$ cat src/rtl/ctx_shadow_pkg.sv
package ctx_shadow_pkg;

   localparam int unsigned STAT_W_DEF = 8;
   localparam int unsigned WREG_W_DEF = 8;
   localparam int unsigned BANK_W_DEF = 4;
   localparam int unsigned NUM_FIELDS = 3;

   // Operation requested of the shadow store in one cycle
   typedef enum logic [1:0] {
      OP_IDLE = 2'b00,
      OP_SAVE = 2'b01,
      OP_REST = 2'b10,
      OP_SWAP = 2'b11
   } ctx_op_e;

   function automatic logic op_saves(ctx_op_e op);
      return (op == OP_SAVE) || (op == OP_SWAP);
   endfunction

   function automatic logic op_restores(ctx_op_e op);
      return (op == OP_REST) || (op == OP_SWAP);
   endfunction

endpackage

$ cat src/rtl/ctx_shadow_decode.sv
module ctx_shadow_decode
   import ctx_shadow_pkg::*;
(
   input  logic    irq_vec_i,
   input  logic    call_i,
   input  logic    call_fast_i,
   input  logic    ret_i,
   input  logic    reti_i,
   input  logic    ret_fast_i,
   output ctx_op_e op_o
);

   logic save_req;
   logic rest_req;

   always_comb begin
      save_req = irq_vec_i | (call_i & call_fast_i);
      rest_req = (ret_i | reti_i) & ret_fast_i;
      unique case ({rest_req, save_req})
         2'b01:   op_o = OP_SAVE;
         2'b10:   op_o = OP_REST;
         2'b11:   op_o = OP_SWAP;
         default: op_o = OP_IDLE;
      endcase
   end

endmodule

$ cat src/rtl/ctx_shadow_slot.sv
module ctx_shadow_slot #(
   parameter int unsigned W = 8
) (
   input  logic         clk,
   input  logic         rst_n,
   input  logic         load_i,
   input  logic [W-1:0] d_i,
   output logic [W-1:0] q_o
);

   if (W < 1) begin : g_bad_width
      $error("ctx_shadow_slot: W must be at least 1");
   end

   always_ff @(posedge clk or negedge rst_n) begin
      if (!rst_n)
         q_o <= '0;
      else if (load_i)
         q_o <= d_i;
   end

endmodule

$ cat src/rtl/ctx_shadow_out.sv
module ctx_shadow_out #(
   parameter int unsigned W       = 20,
   parameter bit          OUT_REG = 1'b1
) (
   input  logic         clk,
   input  logic         rst_n,
   input  logic         fire_i,
   input  logic [W-1:0] store_i,
   output logic [W-1:0] data_o,
   output logic         valid_o
);

   if (OUT_REG) begin : g_registered
      logic [W-1:0] data_q;
      logic         valid_q;

      always_ff @(posedge clk or negedge rst_n) begin
         if (!rst_n) begin
            data_q  <= '0;
            valid_q <= 1'b0;
         end else begin
            valid_q <= fire_i;
            data_q  <= fire_i ? store_i : '0;
         end
      end

      assign data_o  = data_q;
      assign valid_o = valid_q;
   end else begin : g_direct
      assign data_o  = fire_i ? store_i : '0;
      assign valid_o = fire_i;
   end

endmodule

$ cat src/rtl/ctx_shadow_unit.sv
module ctx_shadow_unit
   import ctx_shadow_pkg::*;
#(
   parameter int unsigned STAT_W  = STAT_W_DEF,
   parameter int unsigned WREG_W  = WREG_W_DEF,
   parameter int unsigned BANK_W  = BANK_W_DEF,
   parameter bit          OUT_REG = 1'b1
) (
   input  logic              clk,
   input  logic              rst_n,
   input  logic [STAT_W-1:0] live_stat_i,
   input  logic [WREG_W-1:0] live_wreg_i,
   input  logic [BANK_W-1:0] live_bank_i,
   input  logic              irq_vec_i,
   input  logic              call_i,
   input  logic              call_fast_i,
   input  logic              ret_i,
   input  logic              reti_i,
   input  logic              ret_fast_i,
   output logic [STAT_W-1:0] rst_stat_o,
   output logic [WREG_W-1:0] rst_wreg_o,
   output logic [BANK_W-1:0] rst_bank_o,
   output logic              rst_valid_o
);

   localparam int unsigned TOT_W = STAT_W + WREG_W + BANK_W;
   localparam int unsigned FW [NUM_FIELDS] = '{STAT_W, WREG_W, BANK_W};
   localparam int unsigned FO [NUM_FIELDS] = '{0, STAT_W, STAT_W + WREG_W};

   if (STAT_W < 1 || WREG_W < 1 || BANK_W < 1) begin : g_bad_fields
      $error("ctx_shadow_unit: every field width must be at least 1");
   end

   ctx_op_e          op;
   logic             do_save;
   logic             do_rest;
   logic [TOT_W-1:0] live_vec;
   logic [TOT_W-1:0] store_vec;
   logic [TOT_W-1:0] out_vec;

   ctx_shadow_decode u_decode (
      .irq_vec_i  (irq_vec_i),
      .call_i     (call_i),
      .call_fast_i(call_fast_i),
      .ret_i      (ret_i),
      .reti_i     (reti_i),
      .ret_fast_i (ret_fast_i),
      .op_o       (op)
   );

   assign do_save  = op_saves(op);
   assign do_rest  = op_restores(op);
   assign live_vec = {live_bank_i, live_wreg_i, live_stat_i};

   for (genvar i = 0; i < NUM_FIELDS; i++) begin : g_field
      ctx_shadow_slot #(.W(FW[i])) u_slot (
         .clk   (clk),
         .rst_n (rst_n),
         .load_i(do_save),
         .d_i   (live_vec[FO[i] +: FW[i]]),
         .q_o   (store_vec[FO[i] +: FW[i]])
      );
   end

   ctx_shadow_out #(.W(TOT_W), .OUT_REG(OUT_REG)) u_out (
      .clk    (clk),
      .rst_n  (rst_n),
      .fire_i (do_rest),
      .store_i(store_vec),
      .data_o (out_vec),
      .valid_o(rst_valid_o)
   );

   assign rst_stat_o = out_vec[FO[0] +: STAT_W];
   assign rst_wreg_o = out_vec[FO[1] +: WREG_W];
   assign rst_bank_o = out_vec[FO[2] +: BANK_W];

endmodule

$ cat config.mk
export PLATFORM = sky130hd
export DESIGN_NAME = ctx_shadow_unit
export DESIGN_NICKNAME = d
export VERILOG_FILES = /design/src/rtl/ctx_shadow_pkg.sv /design/src/rtl/ctx_shadow_decode.sv /design/src/rtl/ctx_shadow_slot.sv /design/src/rtl/ctx_shadow_out.sv /design/src/rtl/ctx_shadow_unit.sv
export SDC_FILE = /design/constraint.sdc
export NUM_CORES = 1
export LEC_CHECK = 0
export ABC_AREA = 1
export BUFFER_PORTS_ARGS = -buffer_cell sky130_fd_sc_hd__buf_2
export CAP_MARGIN = 20
export CORE_ASPECT_RATIO = 0.7
export CORE_MARGIN = 2
export CORE_UTILIZATION = 49
export CTS_CLUSTER_DIAMETER = 30
export DETAILED_ROUTE_END_ITERATION = 16
export PLACE_DENSITY = 0.76
export SLEW_MARGIN = 20
export SYNTH_ARGS = -nofsm -noshare
export SYNTH_HDL_FRONTEND = slang
export SYNTH_SLANG_ARGS = --single-unit
$ cat constraint.sdc
create_clock -name clk -period 0.8 [get_ports clk]
set_clock_uncertainty 0.05 [all_clocks]
set_input_delay 0.04 -clock clk [delete_from_list [all_inputs] [get_ports clk]]
set_output_delay 0.04 -clock clk [all_outputs]
set_load 0.1 [all_outputs]
==> impl_metrics.json <==
{
  "status": "finished, violations left",
  "violations": "negative setup slack",
  "worst-path-max-fanout": 1,
  "setup_viol": 21,
  "finish.net_count": 255,
  "rsz0062_at_grt": "true",
  "p_int_mw": 3.535,
  "gr-total-overflow": 0,
  "die_area_um2": 3678,
  "seq_power_share_pct": 45.9,
  "yosysUniqueCellTypes": 12,
  "routed-via-count": 1264,
  "initial_core_util_pct": 50.52,
  "pwr-share-clk_pct": 28.6,
  "clock_latency_ps": 300,
  "grt_pass1_vias": 1242,
  "tns_ps": -3558,
  "grt_antenna_before_repair": 0,
  "mostFrequentLayoutCell": "nand2_1",
  "worst_ep_arrival_time_ps": 900,
  "cts_tree": "yes",
  "sw_frac_of_total_pct": 31.37,
  "critPathCaptureType": "output port",
  "cts_max_path_buffers": 2,
  "grt_pass1_wl_um": 5796,
  "post-place-ws_ps": -13.32,
  "dp_cells": 237,
  "fin_util_pct": 80.94,
  "startpoint_type": "flop",
  "rows": 17,
  "die_h_um": 51.35,
  "synth-seq-area-share_pct": 65.39,
  "synthesis.nets": 182,
  "crit_required_ps": 710,
  "cp_cell_sequence": "buf_12",
  "power.total_mw": 5.150,
  "hold_ws_ps": 74.44,
  "critical_path_class": "flop to output port",
  "fill_cells": 165,
  "areaGrowthSynthToFinish_pct": 60.21,
  "num_antenna_cells": 0,
  "postCtsSetupBuffers": 0,
  "syn-instance-count": 154,
  "die_w_um": 71.64,
  "mostFrequentLayoutCells": "nand2_1, buf_2, buf_12",
  "design_area_um2": 2514,
  "vias_per_cell": 4.752,
  "comb_power_share_pct": 25.5,
  "gp_congestion": 0.6942,
  "root_buffer": "clkbuf_8",
  "tightestPinTransition_ps": 291.1,
  "fin_ws_ps": -186.2,
  "ios": 49,
  "core_area_um2": 3105,
  "detail-route-antenna-nets": 0,
  "drive_gt1_share_pct": 42.11,
  "avgSynthCellArea_um2": 10.19,
  "cp_num_buf_inv": 1,
  "synthesis.area_um2": 1569,
  "cts_resized": 0,
  "wirelength_um": 3574,
  "dr.first_iter.drc_count": 107,
  "maxSlewViolCount": 0,
  "drc_errors": 0,
  "clk_pin_slew_ps": 70,
  "ys_ff_latch": 41,
  "dp.final_hpwl_um": 2203,
  "slew_headroom_pct": 80.58,
  "p_per_area_nw_per_um2": 2049,
  "htreeDepth": 2,
  "cts_sinks": 41,
  "ir_drop_mv": 1.355,
  "yosys.area.top_type": "dfrtp_1",
  "portBuffers": 48,
  "ys.warnings.count": 0,
  "place_area_um2": 2202,
  "seq_area_um2": 1052,
  "synthTopCellsByArea": "dfrtp_1, nand2_1, nand3_1",
  "routedWlPerCell_um": 13.44,
  "crit_slowest_cell": "dfrtp_2",
  "drt-pass1-iter-count": 4,
  "period_needed_ps": 986.2,
  "stdcell_count": 266,
  "cap_violations": 0,
  "grt_max_degree": 42,
  "synth_top_area_share_pct": 65.39,
  "hold_path.class": "input port to flop",
  "finalHoldViolCount": 0,
  "grt_use_total_pct": 21.80,
  "p_switching_mw": 1.616,
  "fin_crit_sh_pct": 123.3,
  "slowest_delay_ps": 430,
  "cts_buffers": 5,
  "fmax_ghz": 1.014,
  "multi_input_area_um2": 376.6,
  "p_leak_nw": 1.284,
  "critical-path-top-delay-family": "flip-flops"
}
registers in the layout, summed over array words and instances (netlist names):
register / count
g_field.u_slot.q_o: 20
u_out.data_o: 20
u_out.valid_o: 1
logic make-up (layout without fill, tap and decap cells):
group                  count (synthesis)  count (layout)  synth area share [%]
DFF                                   41              41                 65.39
and+or+nand+nor                       82              82                 23.45
buffers and inverters                 30             104                 10.61
AOI/OAI and AO/OA                      1               1                0.5583
synthesized netlist by cell type:
master   number
buf_4         4
buf_6         3
inv_2         1
inv_1        21
nand2_2      11
nand3_1      20
buf_12        1
nand2_4       1
nand2_1      30
dfrtp_1      41
nor2_1       20
o21ai_2       1
power groups by stage:
stage	sequential, mW	clock (mW)	combinational [mW]
final	2.36	1.48	1.31
after floorplan	2.84	0	0.267
after detailed placement	2.40	0	1.23
after global placement	2.39	0	1.20
after global routing	2.38	1.58	1.38
after CTS	2.36	1.48	1.31
metal layers:
layer | wire length, um | part of all wire, % | track usage (%)
met1 | 1429 | 40 | 27.77
met2 | 1865 | 52 | 35.03
met4 | 87 | 2.4 | 11.32
met5 | 0 | 0 | 0
met3 | 192 | 5.4 | 5.128
repair_timing:
action,4_1_cts,5_1_grt
endpoints found under the setup margin,21,21
pin swaps,0,0
cloned,0,0
hold endpoints to repair,61,0
hold buffers,21,0
final cells by class:
cell class	count	area share [%]
Clock buffer	7	3.833
Timing Repair Buffer	74	33.95
Tap cell	38	1.891
Sequential cell	41	41.86
Multi-Input combinational cell	83	14.98
Inverter	22	3.285
Clock inverter	1	0.1991
worst register-to-register path: cells and delay by family (launching register included):
family,cells,cell delay [ps]
DFF,1,400
and+or+nand+nor,2,160
worst paths after layout:
check	from	end	slack, ps	cells after the start
hold / removal	ret_i	u_out.valid_o$_DFF_PN0_	70	4
min in group asynchronous	rst_n	g_field[0].u_slot.q_o[1]$_DFFE_PN0P_	220	3
max in group asynchronous	rst_n	u_out.data_o[10]$_DFF_PN0_	270	3
hold reg to reg	g_field[2].u_slot.q_o[3]$_DFFE_PN0P_	u_out.data_o[19]$_DFF_PN0_	450	2
setup reg to reg	g_field[1].u_slot.q_o[4]$_DFFE_PN0P_	g_field[1].u_slot.q_o[4]$_DFFE_PN0P_	70	2
setup / recovery	u_out.data_o[9]$_DFF_PN0_	rst_wreg_o[1]	-190	1
Power figures use the tool's default switching activity.
